$ cat src/rtl/phyxs_mgmt_pkg.sv
package phyxs_mgmt_pkg;

    parameter int ADDR_W = 16;
    parameter int DATA_W = 16;

    localparam logic [ADDR_W-1:0] OFF_CTRL   = 16'd0;
    localparam logic [ADDR_W-1:0] OFF_STAT   = 16'd1;
    localparam logic [ADDR_W-1:0] OFF_FAULTS = 16'd8;

    localparam int BIT_RESET    = 15;
    localparam int BIT_LOOPBACK = 14;
    localparam int BIT_SPD_HI   = 13;
    localparam int BIT_SPD_LO   = 6;
    localparam int BIT_FLT_SUM  = 7;
    localparam int BIT_LINK     = 2;
    localparam int BIT_TX_FLT   = 11;
    localparam int BIT_RX_FLT   = 10;

    typedef struct packed {
        logic link_up;
        logic tx_flt;
        logic rx_flt;
    } sticky_t;

    localparam sticky_t STICKY_DEFAULT = '{link_up: 1'b1, tx_flt: 1'b0, rx_flt: 1'b0};

    function automatic logic [DATA_W-1:0] ctrl_word(input logic busy, input logic lb);
        logic [DATA_W-1:0] w;
        w = '0;
        w[BIT_RESET]    = busy;
        w[BIT_LOOPBACK] = lb;
        w[BIT_SPD_HI]   = 1'b1;
        w[BIT_SPD_LO]   = 1'b1;
        return w;
    endfunction

    function automatic logic [DATA_W-1:0] stat_word(input sticky_t s);
        logic [DATA_W-1:0] w;
        w = '0;
        w[BIT_FLT_SUM] = s.tx_flt | s.rx_flt;
        w[BIT_LINK]    = s.link_up;
        return w;
    endfunction

    function automatic logic [DATA_W-1:0] fault_word(input sticky_t s);
        logic [DATA_W-1:0] w;
        w = '0;
        w[15:14]      = 2'b10;
        w[BIT_TX_FLT] = s.tx_flt;
        w[BIT_RX_FLT] = s.rx_flt;
        return w;
    endfunction

endpackage

$ cat src/rtl/phyxs_reset_ctrl.sv
module phyxs_reset_ctrl
    import phyxs_mgmt_pkg::*;
#(
    parameter int RST_CYCLES = 16
) (
    input  logic              clk,
    input  logic              rst,
    input  logic              ctrl_wr,
    input  logic [DATA_W-1:0] wdata,
    output logic              busy,
    output logic              loopback
);
    localparam int CNT_W = $clog2(RST_CYCLES + 1);

    logic [CNT_W-1:0] cnt_q;
    logic             lb_q;

    assign busy     = (cnt_q != '0);
    assign loopback = lb_q;

    always_ff @(posedge clk) begin
        if (rst) begin
            cnt_q <= '0;
            lb_q  <= 1'b0;
        end else if (busy) begin
            cnt_q <= cnt_q - 1'b1;
            lb_q  <= 1'b0;
        end else if (ctrl_wr) begin
            if (wdata[BIT_RESET]) begin
                cnt_q <= CNT_W'(RST_CYCLES);
                lb_q  <= 1'b0;
            end else begin
                lb_q  <= wdata[BIT_LOOPBACK];
            end
        end
    end

    assert_busy_hold_R1: assert property (@(posedge clk) disable iff (rst)
        (busy && cnt_q > 1) |=> busy);
    assert_busy_end_R1: assert property (@(posedge clk) disable iff (rst)
        $fell(busy) |-> $past(cnt_q) == 1);
    assert_start_R1: assert property (@(posedge clk) disable iff (rst)
        $rose(busy) |-> $past(ctrl_wr && wdata[BIT_RESET]));
    assert_lb_ignored_R11: assert property (@(posedge clk) disable iff (rst)
        $past(busy) |-> !lb_q);

endmodule

$ cat src/rtl/phyxs_sticky_bits.sv
module phyxs_sticky_bits
    import phyxs_mgmt_pkg::*;
(
    input  logic    clk,
    input  logic    rst,
    input  logic    hold_default,
    input  logic    tx_link_ok,
    input  logic    tx_fault,
    input  logic    rx_fault,
    input  logic    stat_read,
    input  logic    fault_clear,
    output sticky_t sticky
);
    sticky_t s_q;

    assign sticky = s_q;

    always_ff @(posedge clk) begin
        if (rst || hold_default) begin
            s_q <= STICKY_DEFAULT;
        end else begin
            if (!tx_link_ok)    s_q.link_up <= 1'b0;
            else if (stat_read) s_q.link_up <= 1'b1;

            if (tx_fault)         s_q.tx_flt <= 1'b1;
            else if (fault_clear) s_q.tx_flt <= 1'b0;

            if (rx_fault)         s_q.rx_flt <= 1'b1;
            else if (fault_clear) s_q.rx_flt <= 1'b0;
        end
    end

    assert_link_low_R4: assert property (@(posedge clk) disable iff (rst)
        (!tx_link_ok && !hold_default) |=> !s_q.link_up);
    assert_tx_latch_R7: assert property (@(posedge clk) disable iff (rst)
        (tx_fault && !hold_default) |=> s_q.tx_flt);
    assert_rx_latch_R7: assert property (@(posedge clk) disable iff (rst)
        (rx_fault && !hold_default) |=> s_q.rx_flt);
    assert_clear_race_R9: assert property (@(posedge clk) disable iff (rst)
        (fault_clear && tx_fault && !hold_default) |=> s_q.tx_flt);
    assert_clear_R8: assert property (@(posedge clk) disable iff (rst)
        (fault_clear && !tx_fault && !rx_fault) |=> (!s_q.tx_flt && !s_q.rx_flt));

endmodule

$ cat src/rtl/phyxs_read_mux.sv
module phyxs_read_mux
    import phyxs_mgmt_pkg::*;
(
    input  logic [ADDR_W-1:0] addr,
    input  logic              busy,
    input  logic              loopback,
    input  sticky_t           sticky,
    output logic [DATA_W-1:0] rdata
);
    always_comb begin
        unique case (addr)
            OFF_CTRL:   rdata = ctrl_word(busy, loopback);
            OFF_STAT:   rdata = stat_word(sticky);
            OFF_FAULTS: rdata = fault_word(sticky);
            default:    rdata = '0;
        endcase
    end
endmodule

$ cat src/rtl/phyxs_mgmt_regs.sv
module phyxs_mgmt_regs
    import phyxs_mgmt_pkg::*;
#(
    parameter int RST_CYCLES = 16
) (
    input  logic              clk,
    input  logic              rst,
    input  logic [ADDR_W-1:0] reg_addr,
    input  logic [DATA_W-1:0] reg_wdata,
    input  logic              reg_wr,
    input  logic              reg_rd,
    output logic [DATA_W-1:0] reg_rdata,
    input  logic              tx_link_ok,
    input  logic              tx_fault,
    input  logic              rx_fault,
    input  logic              alarm_rd_strobe,
    output logic              chip_rst_pulse,
    output logic              loopback_en
);
    logic    busy;
    logic    lb;
    sticky_t sticky;
    logic    ctrl_wr;
    logic    stat_read;
    logic    fault_clear;

    assign ctrl_wr     = reg_wr && (reg_addr == OFF_CTRL);
    assign stat_read   = reg_rd && (reg_addr == OFF_STAT);
    assign fault_clear = (reg_rd && (reg_addr == OFF_FAULTS)) || alarm_rd_strobe;

    phyxs_reset_ctrl #(.RST_CYCLES(RST_CYCLES)) u_rst (
        .clk      (clk),
        .rst      (rst),
        .ctrl_wr  (ctrl_wr),
        .wdata    (reg_wdata),
        .busy     (busy),
        .loopback (lb)
    );

    phyxs_sticky_bits u_sticky (
        .clk          (clk),
        .rst          (rst),
        .hold_default (busy),
        .tx_link_ok   (tx_link_ok),
        .tx_fault     (tx_fault),
        .rx_fault     (rx_fault),
        .stat_read    (stat_read),
        .fault_clear  (fault_clear),
        .sticky       (sticky)
    );

    phyxs_read_mux u_mux (
        .addr     (reg_addr),
        .busy     (busy),
        .loopback (lb),
        .sticky   (sticky),
        .rdata    (reg_rdata)
    );

    assign chip_rst_pulse = busy;
    assign loopback_en    = lb;

    assert_present_R6: assert property (@(posedge clk) disable iff (rst)
        (reg_addr == OFF_FAULTS) |-> reg_rdata[15:14] == 2'b10);
    assert_fixed_ctrl_R3: assert property (@(posedge clk) disable iff (rst)
        (reg_addr == OFF_CTRL) |-> (reg_rdata[13] && reg_rdata[6] && !reg_rdata[11]
                                    && reg_rdata[5:2] == 4'b0000));
    assert_summary_R5: assert property (@(posedge clk) disable iff (rst)
        (reg_addr == OFF_STAT) |-> (reg_rdata[7] == (sticky.tx_flt | sticky.rx_flt)) && !reg_rdata[1]);
    assert_bit15_R1: assert property (@(posedge clk) disable iff (rst)
        (reg_addr == OFF_CTRL) |-> reg_rdata[15] == chip_rst_pulse);

endmodule

$ cat config.mk
export PLATFORM = sky130hd
export DESIGN_NAME = phyxs_mgmt_regs
export DESIGN_NICKNAME = d
export VERILOG_FILES = /design/src/rtl/phyxs_mgmt_pkg.sv /design/src/rtl/phyxs_reset_ctrl.sv /design/src/rtl/phyxs_sticky_bits.sv /design/src/rtl/phyxs_read_mux.sv /design/src/rtl/phyxs_mgmt_regs.sv
export SDC_FILE = /design/constraint.sdc
export NUM_CORES = 1
export LEC_CHECK = 0
export ABC_CLOCK_PERIOD_IN_PS = 2100
export BUFFER_PORTS_ARGS = -buffer_cell sky130_fd_sc_hd__buf_4
export CORE_MARGIN = 3
export CORE_UTILIZATION = 37
export DETAILED_ROUTE_END_ITERATION = 16
export GPL_TIMING_DRIVEN = 0
export PLACE_DENSITY = 0.84
export SYNTH_ARGS = -nofsm -noshare
export SYNTH_HDL_FRONTEND = slang
export SYNTH_HIERARCHICAL = 1
export SYNTH_SLANG_ARGS = --single-unit
export TNS_END_PERCENT = 20
$ cat constraint.sdc
create_clock -name clk -period 2.1 [get_ports clk]
set_input_delay 0.315 -clock clk [delete_from_list [all_inputs] [get_ports clk]]
set_output_delay 0.315 -clock clk [all_outputs]
set_load 0.05 [all_outputs]
# Word level (Yosys, flattened, before mapping)
# Cells that the tools add are included.
totals:
  register_bits: 9
  elab_cells: 33
  output_inout_bits: 18
op_classes:
  mux: 10
  n_bitwise: 1
  n_reduce_logical: 13
  n_eq_ne: 3
  n_addsub: 1
op_table:
  columns: ["cell", "count"]
  rows:
  - ["one-hot mux 16 bit (3 select lines)", 1]
  - ["== test 16 x 1 -> 1 bit (second input constant)", 1]
  - ["== test 16 x 4 -> 1 bit (second input constant)", 1]
  - ["zero test 16 bit", 1]
  - ["2-to-1 mux 5 bit", 3]
  - ["nonzero test 2 bit", 4]
  - ["2-to-1 mux 1 bit", 6]
  - ["nonzero test 5 bit", 1]
  - ["subtractor 5 x 1 -> 5 bit (second input constant)", 1]
  - ["logical AND 1 bit", 3]
  - ["logical OR 1 bit", 2]
  - ["inequality test 2 x 1 -> 1 bit (second input constant)", 1]
  - ["AND reduction 2 bit", 1]
  - ["OR reduction 2 bit", 1]
  - ["bitwise OR 1 bit", 1]

# Logic depth before layout (Yosys ltp)
# Gate-level depths: netlist (run 1).
depth:
  word_depth: 5
  ltp_mapped: 6

# By module
# Netlist (run 1), hierarchy kept.
by_module_without_submodules:
  columns: ["mod", "n_inst", "cells_per_inst", "area_each_um2"]
  rows:
  - ["phyxs_reset_ctrl", 1, 30, 289.0]
  - ["phyxs_read_mux", 1, 29, 195.2]
  - ["phyxs_sticky_bits", 1, 10, 107.6]
  - ["phyxs_mgmt_regs", 1, 11, 72.6]

# Least setup slack after synthesis (run 1)
# Ideal clock, no wire load.
synth_path:
  kind: "register -> output"
  from: "register u_rst.cnt_q[0]"
  to: "output reg_rdata[15]"
  path_stages_with_launch: 7
  arrival_time_ns: 1.927
  setup_slack_ns: -0.142
  cell_sequence: "dfxtp_1 > inv_1 > ha_1 > nor4b_4 > inv_1 > nor2_1 > nor2_1"
synth_between:
  elab_chain_cells: 2
synth_rtl:
  columns: ["item", "line_no", "text"]
  rows:
  - ["from (decl)", "phyxs_reset_ctrl.sv:15", "logic [CNT_W-1:0] cnt_q;"]
  - ["from (signal assigned)", "phyxs_reset_ctrl.sv:26", "cnt_q <= cnt_q - 1'b1;"]
  - ["from (signal assigned)", "phyxs_reset_ctrl.sv:30", "cnt_q <= CNT_W'(RST_CYCLES);"]
  - ["nonzero test 5 bit", "phyxs_reset_ctrl.sv:18", "assign busy = (cnt_q != '0);"]
  - ["net chip_rst_pulse", "phyxs_mgmt_regs.sv:17", "output logic chip_rst_pulse,"]
  - ["one-hot mux 16 bit (3 select lines)", "phyxs_read_mux.sv:11", "unique case (addr)"]
  - ["to (decl)", "phyxs_mgmt_regs.sv:12", "output logic [DATA_W-1:0] reg_rdata,"]
# The timed path passes the listed nets, and every way through them passes these cells.

# Worst setup path after layout (run 1)
layout_path:
  from: "register u_rst.cnt_q[0]"
  to: "output reg_rdata[15]"
layout_between:
  elab_chain_cells: 2
layout_rtl:
  columns: ["item", "line_no"]
  rows:
  - ["nonzero test 5 bit", "phyxs_reset_ctrl.sv:18"]
  - ["one-hot mux 16 bit (3 select lines)", "phyxs_read_mux.sv:11"]
# No other way between the ends.

==> flow_summary.toml, run 1 <==
[synthesis]
syn_avg_cell_area_um2 = 8.30
synth_top_family_by_area = "simple AND/OR/NAND/NOR gates"
synth_compound_area_share_pct = 7.91
synth_warnings = 6
synth-seq-cells = 9
syn_area_um2 = 664
synthCells = 80
yosys.cell_types.count = 28
muxShareOfSynthArea_pct = 1.51
yosysSeqAreaShare_pct = 27.1
synth-simple-area-share_pct = 45.4
synth_fa_ha_area_share_pct = 1.88
synth_xor_area_share_pct = 2.64

[sta]
fmax_mhz = 509
post-route-period-util_pct = 93.6
setup_viol = 0
rsz0062_at_grt = "no"
min_period_ns = 1.97
fin_tns_setup_ns = 0
fin_skew_ns = 0.00107
drv_slew = 0
whs_ns = 0.251
hold_viol = 0

[setup_path]
arrival_ns = 1.65
critPathKind = "reg -> out"
path_common_cell = "inv_1"
crit_chain = "inv_1 -> ha_2 -> nor4b_4 -> inv_1 -> nor2_1 -> nor2_2 -> buf_4"
critPathMaxStageDelay_ns = 0.33
cp_top_family = "simple AND/OR/NAND/NOR gates"
required_ns = 1.78
critPathSlowestCell = "dfxtp_1"
start_kind = "flop"
worst-path-max-fanout = 4
cp_num_buf_inv = 3
cp-end-kind = "primary output"

[routing]
firstDrtPassIters = 4
drcViolationCount = 0
vias_per_cell = 4.74
dr_total_vias = 715
drt-total-wl_um = 1720
wire_per_inst_um = 11.4
ant_nets = 0
dr.first_iter.drc_count = 18

[cts]
cts_tree = "done"
cts_buffers = 3
clockRootBuffer = "clkbuf_4"
cts.clk_slew.worst_paths_ns = 0.06
htreeDepth = 1
clock_sinks = 9
clk_path_buf_depth = 2
ctsHoldBuffers = 0
worstSkewPairLatency_ns = 0.27

[status]
outcome = "finished clean"

[grt]
track_usage_pct = 15.0
use_met2_pct = 25.5
grt_pass1_wl_um = 2680
grt_pass1_vias = 616
grt.busiest_layer = "met2"
grt.overflow.total = 0
grt_use_met1_pct = 16.5
grt_start_max_net_pins = 10
antenna_found_initial = 0
met3_usage_pct = 3.68

[final_layout]
antenna_cells = 0
fin_nets = 169
fin_util_pct = 64.1
drive_gt1_share_pct = 48.8
fin_area_um2 = 1020
syn_to_final_growth_pct = 53.9

[floorplanning]
fp.dieArea_um2 = 2340
core_um2 = 1590
fp.dieH_um = 48.4
initial_core_util_pct = 41.7
io_pins = 58
rows = 14
dieWidth_um = 48.4

[pwr]
vdd_ir_drop_max_mv = 0.760
power.total_uw = 839
power-per-cell-area_nw_per_um2 = 820
power_leakage_uw = 0.000469

[worst_hold_path]
hold_class = "in -> reg"

[placement]
hpwl_um = 1440
portBuffers = 35
gp_congestion = 0.839
place_area_um2 = 986

[flow_run]
max_cap_violations = 0
-- layout by cell type (no fill, tap or decap), types with 2 or more instances in the layout --
cell type and instances:
nor4_2 3, nand2_1 6, conb_1 8, nor2b_1 3
xnor2_1 2, clkbuf_4 3, buf_4 45, or2_2 2
nand4_1 2, inv_1 5, nor2_1 8, o21ai_0 2
o21a_1 2, nand3_1 2, dfxtp_1 9, nor4_1 3
a21oi_1 3, nor3_1 6
-- path summary, 6_finish.rpt --
path | start | slack [ns] | cells after the start | to
worst max-delay path | u_rst/cnt_q[0]$_SDFFE_PP0P_ | 0.13 | 7 | reg_rdata[15]
worst max register to register | u_rst/cnt_q[0]$_SDFFE_PP0P_ | 0.69 | 6 | u_rst/cnt_q[0]$_SDFFE_PP0P_
worst min-delay path | tx_fault | 0.25 | 2 | u_sticky/sticky[1]$_SDFFE_PP0P_
worst min register to register | u_rst/cnt_q[1]$_SDFFE_PP0P_ | 0.49 | 2 | u_rst/cnt_q[1]$_SDFFE_PP0P_
-- layout make-up --
class | count | area (um2)
fillers | 142 | 572
multi-input cells | 64 | 429
repair buffers | 36 | 270
flip-flops and latches | 9 | 180
plain buffers | 9 | 67.6
well taps | 24 | 30.0
clock buffers | 4 | 26.3
inverters | 5 | 18.8
-- per-stage QoR --
step	instances	setup slack (ns)
2_1_floorplan	87	-0.105
3_3_place_gp	146	0.0108
3_5_place_dp	146	-0.000658
4_1_cts	151	0.0729
5_1_grt	151	0.0315
6_report	151	0.134
-- state kept, by name (all words and copies together) (netlist names) --
| name | flops |
|---|---|
| u_rst/cnt_q | 5 |
| u_sticky/sticky | 3 |
| u_rst/loopback | 1 |
-- what timing repair did --
item / CTS / global route
setup buffers: 1 / 0
resized for setup: 0 / 1
setup endpoints to repair: 1 / 1
-- worst register-to-register path: stages, from the launching register on --
cell	delay [ns]
dfxtp_1	0.37
inv_1	0.06
ha_2	0.22
nor4b_4	0.14
buf_4	0.16
or2_2	0.27
a21oi_1	0.14
-- per-layer routing --
layer / vias up / part of all wire (%)
met1: 326 / 38
met5: - / 0
met3: 5 / 6.1
met2: 27 / 53
met4: 0 / 2.3
li1: 357 / -
-- synthesized netlist by cell type --
cell type | number | area, um2
nor3_1 | 6 | 30.0
nor4b_2 | 1 | 15.0
nor2_4 | 1 | 11.3
xnor2_1 | 2 | 17.5
nor2b_1 | 3 | 18.8
nand2_1 | 6 | 22.5
a21oi_1 | 3 | 15.0
o31ai_2 | 1 | 12.5
or4_1 | 1 | 7.51
mux2i_1 | 1 | 10.0
nor4b_1 | 1 | 8.76
nand4_1 | 2 | 12.5
o21a_1 | 2 | 15.0
nand3_1 | 2 | 10.0
nor2_1 | 9 | 33.8
nor4_1 | 3 | 18.8
nand2b_4 | 1 | 13.8
buf_4 | 9 | 67.6
ha_1 | 1 | 12.5
or2_2 | 2 | 12.5
nor4_2 | 3 | 37.5
nand4_2 | 1 | 12.5
conb_1 | 1 | 3.75
dfxtp_1 | 9 | 180
nor3b_2 | 1 | 12.5
nor4b_4 | 1 | 23.8
o21ai_0 | 2 | 10.0
inv_1 | 5 | 18.8
-- logic make-up (layout without fill, tap and decap cells) --
kind of cell,count (synthesis),after routing
buf+inv,14,54
fa+ha+maj,1,1
other cells,1,8
compound gates,8,8
mux,1,1
flops,9,9
xor+xnor,2,2
simple gates,44,44
-- power by group --
group / switching, uW / internal [uW]
logic: 230 / 211
clock network: 69.4 / 73.7
registers: 38.9 / 215
total: 338 / 500
(Power assumes the default switching activity.)
==> run 2, diff against run 1 <==
--- a/constraint.sdc
+++ b/constraint.sdc
@@ -3,2 +3,2 @@
 set_output_delay 0.315 -clock clk [all_outputs]
-set_load 0.05 [all_outputs]
+set_load 0.005 [all_outputs]
==> run 2 against run 1 <==
  * Utilization shrank 0.31 points
  * Die area is the same
  * Power shrank 9.1%
  * Final area shrank 0.49%
  * Largest cell class unchanged
  * Sequential cell count is the same
  * Highest routed layer unchanged
  * Clock power shrank 6%
  * Cell count is the same
  * Setup slack gained 0.042 ns
  * Register-to-register slack lost 0.07 ns
  * Sequential power is essentially flat
  * Largest power group unchanged
  * Fmax grew 2.2%
==> flow_summary.toml, run 2 (synthesis gave the netlist of run 1 again) <==
[worst_hold_path]
whs_path_depth = 2
hold_class = "in -> reg"
min-delay-start = "rx_fault"
hold_path_end = "u_sticky/sticky[0]$_SDFFE_PP0P_"

[setup_path]
start_kind = "flop"
required_ns = 1.78
critPathMaxStageDelay_ns = 0.33
r2r-end = "u_rst/cnt_q[0]$_SDFFE_PP0P_"
rrSetupSlack_ns = 0.62
cp_num_buf_inv = 3
critPathKind = "reg -> out"
critPathSlowestCell = "dfxtp_1"
worst-path-max-fanout = 4
arrival_ns = 1.61
rr_worst_depth = 6
cp-end-kind = "primary output"
cp_top_family = "simple AND/OR/NAND/NOR gates"
crit_chain = "inv_1 -> ha_1 -> nor4b_4 -> inv_1 -> nor2_1 -> nor2_1 -> buf_4"
reg2reg_from = "u_rst/cnt_q[0]$_SDFFE_PP0P_"

[sta]
setup_viol = 0
rsz0062_at_grt = "no"
post-route-period-util_pct = 91.6
drv_slew = 0
hold_viol = 0
fin_skew_ns = 0.00247
whs_ns = 0.268
fin_tns_setup_ns = 0
fmax_mhz = 520
min_period_ns = 1.92
postLayoutSetupSlackWorst_ns = 0.176

[placement]
hpwl_um = 1550
place_area_um2 = 983
gp_congestion = 0.777
portBuffers = 35
place_ws_ns = -0.0253

[final_layout]
fin_nets = 169
final_cell_mix = "buf_4 (45), nor2_1 (9), dfxtp_1 (9), conb_1 (8)"
regMostFlops = "u_rst/cnt_q"
antenna_cells = 0
final_common_cell = "buf_4"
drive_gt1_share_pct = 47.2
largest_reg_flops = 5
fin_area_um2 = 1020
syn_to_final_growth_pct = 53.1

[cts]
worstSkewPairLatency_ns = 0.26
htreeDepth = 1
clockRootBuffer = "clkbuf_4"
clk_path_buf_depth = 2
cts_buffers = 3
clock_sinks = 9
cts_tree = "done"
cts.clk_slew.worst_paths_ns = 0.06

[routing]
wire_per_inst_um = 12.2
drt-total-wl_um = 1840
firstDrtPassIters = 4
dr_total_vias = 697
ant_nets = 0
drcViolationCount = 0
vias_per_cell = 4.62
dr.first_iter.drc_count = 16

[grt]
grt_start_max_net_pins = 10
grt_pass1_vias = 656
grt.overflow.total = 0
track_usage_pct = 16.0
grt_pass1_wl_um = 2970
antenna_found_initial = 0

[floorplanning]
io_pins = 58
fp.dieArea_um2 = 2340
initial_core_util_pct = 41.7
dieWidth_um = 48.4
core_um2 = 1590
fp.dieH_um = 48.4
rows = 14

[pwr]
power-per-cell-area_nw_per_um2 = 750
vdd_ir_drop_max_mv = 0.546
power.total_uw = 763
power_leakage_uw = 0.000470

[flow_run]
max_cap_violations = 0

[status]
outcome = "finished clean"
run 2: cell counts in the layout (fill, tap and decap cells not counted):
No cell type changed its count.
run 2: what timing repair did:
item / CTS / global route
setup endpoints to repair: 1 / 0
endpoints found under the hold margin: 0 / 0
setup buffers: 1 / 0
resized for setup: 0 / 0
hold buffers: 0 / 0
run 2: worst max path at each step:
stage,start,end,slack (ns),depth (start not counted)
floorplan,reg_addr[1],u_rst/cnt_q[4]$_SDFFE_PP0P_,0.36,6
global placement,reg_addr[1],u_rst/cnt_q[4]$_SDFFE_PP0P_,0.03,7
detailed placement,reg_addr[1],u_rst/cnt_q[4]$_SDFFE_PP0P_,-0.03,7
CTS,u_rst/cnt_q[0]$_SDFFE_PP0P_,reg_rdata[15],0.15,7
global route,reg_addr[13],u_rst/cnt_q[4]$_SDFFE_PP0P_,0.04,7
finish,u_rst/cnt_q[0]$_SDFFE_PP0P_,reg_rdata[15],0.18,7
run 2: area by class of cell:
| cell class | count | area, um2 |
|---|---|---|
| Fill cell | 139 | 577 |
| Multi-Input combinational cell | 64 | 424 |
| Timing Repair Buffer | 36 | 270 |
| Sequential cell | 9 | 180 |
| Buffer | 9 | 67.6 |
| Tap cell | 24 | 30.0 |
| Clock buffer | 4 | 26.3 |
| Inverter | 5 | 18.8 |
run 2: layer usage:
layer / part of all wire [%] / track usage (%)
met4: 0.76 / 7.11
met2: 55 / 29.1
met3: 7.0 / 3.99
met1: 37 / 17.4
met5: 0 / 0
run 2: metrics by stage:
| stage | instances | util (%) |
|---|---|---|
| 2_1_floorplan | 87 | - |
| 3_3_place_gp | 146 | 61.7 |
| 3_5_place_dp | 146 | 61.7 |
| 4_1_cts | 151 | 63.8 |
| 5_1_grt | 151 | 63.8 |
| 6_report | 151 | 63.8 |
run 2: power breakdown:
| part | internal (uW) | total, uW | leakage, uW | switching [uW] |
|---|---|---|---|---|
| Clock | 73.3 | 135 | 0.0000150 | 62.0 |
| Combinational | 206 | 372 | 0.000381 | 166 |
| Sequential | 215 | 256 | 0.0000739 | 40.1 |
| Total | 495 | 763 | 0.000470 | 268 |
==> run 3, diff against run 2 <==
ABC_AREA = 1   (was unset)
CORE_UTILIZATION = 39   (was 37)
PLACE_DENSITY = 0.83   (was 0.84)
==> run 3 against run 2 <==
  * Fmax rose by 12%
  * Via count rose by 22%
  * Combinational power rose by 7.8%
  * Synthesized cell count up 61%
  * Critical path type unchanged
  * Setup slack improved by 0.21 ns
  * Global-route usage is 0.13 points lower
==> flow_summary.toml, run 3 <==
[synthesis]
yosys.cell_types.count = 22
synth_edf_count = 0
syn_avg_cell_area_um2 = 5.96
yosysMostFrequentCell = "nor2_1"
synthCells = 129
yosys-top-cells-area = "dfxtp_1 (23%), nor2_1 (15%), nand2_1 (14%)"
synth_warnings = 6
syn_area_um2 = 768
synthArstFlopShare_pct = 0
synth_top_cell_by_area = "dfxtp_1"
synthTopCellsByCount = "nor2_1 (31), nand2_1 (29), inv_1 (22)"
synth-seq-cells = 9
ys.flop_type = "dfxtp_1"
synth_top_cell_area_share_pct = 23.5
yosysSeqAreaShare_pct = 23.5

[sta]
drv_slew = 0
whs_ns = 0.233
min_period_ns = 1.72
fin_skew_ns = 0.00155
post-route-period-util_pct = 81.8
setup_viol = 0
rsz0062_at_grt = "no"
postLayoutSetupSlackWorst_ns = 0.383
hold_viol = 0
fin_tns_setup_ns = 0
fmax_mhz = 582

[setup_path]
r2r-end = "u_sticky/sticky[2]$_SDFFE_PP1P_"
cp-end-kind = "primary output"
required_ns = 1.78
crit_chain = "inv_1 -> ha_1 -> nand3_4 -> nand3_1 -> nand2_1 -> buf_4"
start_kind = "flop"
arrival_ns = 1.40
reg2reg_from = "u_rst/cnt_q[0]$_SDFFE_PP0P_"
critPathKind = "reg -> out"
critPathSlowestCell = "dfxtp_1"
rrSetupSlack_ns = 0.87
worst-path-max-fanout = 6
rr_worst_depth = 7
critPathMaxStageDelay_ns = 0.33

[placement]
place_area_um2 = 1090
portBuffers = 35
hpwl_um = 1640
place_ws_ns = 0.667
gp_congestion = 0.816
placed_cells = 196

[cts]
cts.clk_slew.worst_paths_ns = 0.06
clockRootBuffer = "clkbuf_4"
htreeDepth = 1
cts_tree = "done"
cts_buffers = 3
postCtsSetupRepairBufs = 0
clock_sinks = 9
ctsHoldBuffers = 0
worstSkewPairLatency_ns = 0.25
cts_resized = 0
clk_path_buf_depth = 2

[final_layout]
final_common_cell = "buf_4"
antenna_cells = 0
num-fill-cells = 179
regMostFlops = "u_rst/cnt_q"
syn_to_final_growth_pct = 45.1
largest_reg_flops = 5
fin_area_um2 = 1110
drive_gt1_share_pct = 33.1
fin_nets = 217
fin_cells = 200
final_cell_mix = "buf_4 (44), nor2_1 (31), nand2_1 (29), inv_1 (22), dfxtp_1 (9)"

[floorplanning]
initial_core_util_pct = 42.6
fp.dieArea_um2 = 2540
fp.dieH_um = 50.4
core_um2 = 1800
dieWidth_um = 50.4
rows = 15
io_pins = 58

[worst_hold_path]
hold_path_end = "u_rst/cnt_q[4]$_SDFFE_PP0P_"
hold_class = "in -> reg"
min-delay-start = "rst"
whs_path_depth = 2

[pwr]
vdd_ir_drop_max_mv = 0.676
power-per-cell-area_nw_per_um2 = 708
power_leakage_uw = 0.000598

[status]
outcome = "finished clean"

[flow_run]
max_cap_violations = 0

[routing]
ant_nets = 0
firstDrtPassIters = 5
wire_per_inst_um = 9.28
vias_per_cell = 4.27
drcViolationCount = 0
drt-total-wl_um = 1860
dr.first_iter.drc_count = 5
dr_total_vias = 853

[grt]
grt.overflow.total = 0
track_usage_pct = 15.9
antenna_found_initial = 0
grt_start_max_net_pins = 7
grt_pass1_wl_um = 3170
grt_pass1_vias = 797
run 3: power breakdown:
group	internal (uW)	switching, uW
clock network	72.9	55.9
registers	221	38.5
logic	182	219
run 3: through the flow:
step / power (uW) / util [%]
finish: 789 / 61.9
global route: 856 / 61.9
CTS: 793 / 61.9
detailed placement: 663 / 60.4
global placement: 637 / 60.4
floorplan: 544 / -
run 3: worst max path at each step:
stage                                to  depth (start not counted)  slack (ns)                         from
final                     reg_rdata[15]                          6        0.38  u_rst/cnt_q[0]$_SDFFE_PP0P_
after global routing      reg_rdata[15]                          6        0.30  u_rst/cnt_q[0]$_SDFFE_PP0P_
after floorplan           reg_rdata[15]                          5        0.86  u_rst/cnt_q[0]$_SDFFE_PP0P_
after detailed placement  reg_rdata[15]                          6        0.67  u_rst/cnt_q[0]$_SDFFE_PP0P_
after CTS                 reg_rdata[15]                          6        0.38  u_rst/cnt_q[0]$_SDFFE_PP0P_
after global placement    reg_rdata[13]                          8        0.68                  reg_addr[7]
run 3: logic make-up after synthesis:
group | Yosys count | share of synthesized area, %
AO/OA/AOI/OAI | 5 | 4.23
XOR/XNOR | 2 | 2.28
adder cells (fa/ha/maj) | 1 | 1.63
buffers and inverters | 31 | 19.5
flip-flops | 9 | 23.5
other | 1 | 0.488
AND/OR/NAND/NOR | 80 | 48.4
run 3: critical path: cells and delay by family (launching register included):
| kind | cells | cell delay, ns |
|---|---|---|
| buf+inv | 2 | 0.21 |
| simple gates | 3 | 0.29 |
| fa+ha+maj | 1 | 0.32 |
| flops | 1 | 0.33 |
run 3: final cells by class:
type                       instances  area, um2  area share, %
buffer                             9       67.6           6.06
clock buffer                       4       26.3           2.36
inverter                          22       82.6           7.41
multi-input combinational         96        464           41.6
sequential                         9        180           16.2
tap                               25       31.3           2.81
timing repair buffer              35        263           23.6
run 3: per-layer routing:
| metal | up-vias | part of all wire (%) | track usage (%) |
|---|---|---|---|
| met4 | 0 | 0 | 2.69 |
| met2 | 33 | 50 | 30.4 |
| met3 | 0 | 8.7 | 5.34 |
| met1 | 358 | 41 | 16.7 |
| li1 | 462 | - | - |
| met5 | - | 0 | 0 |
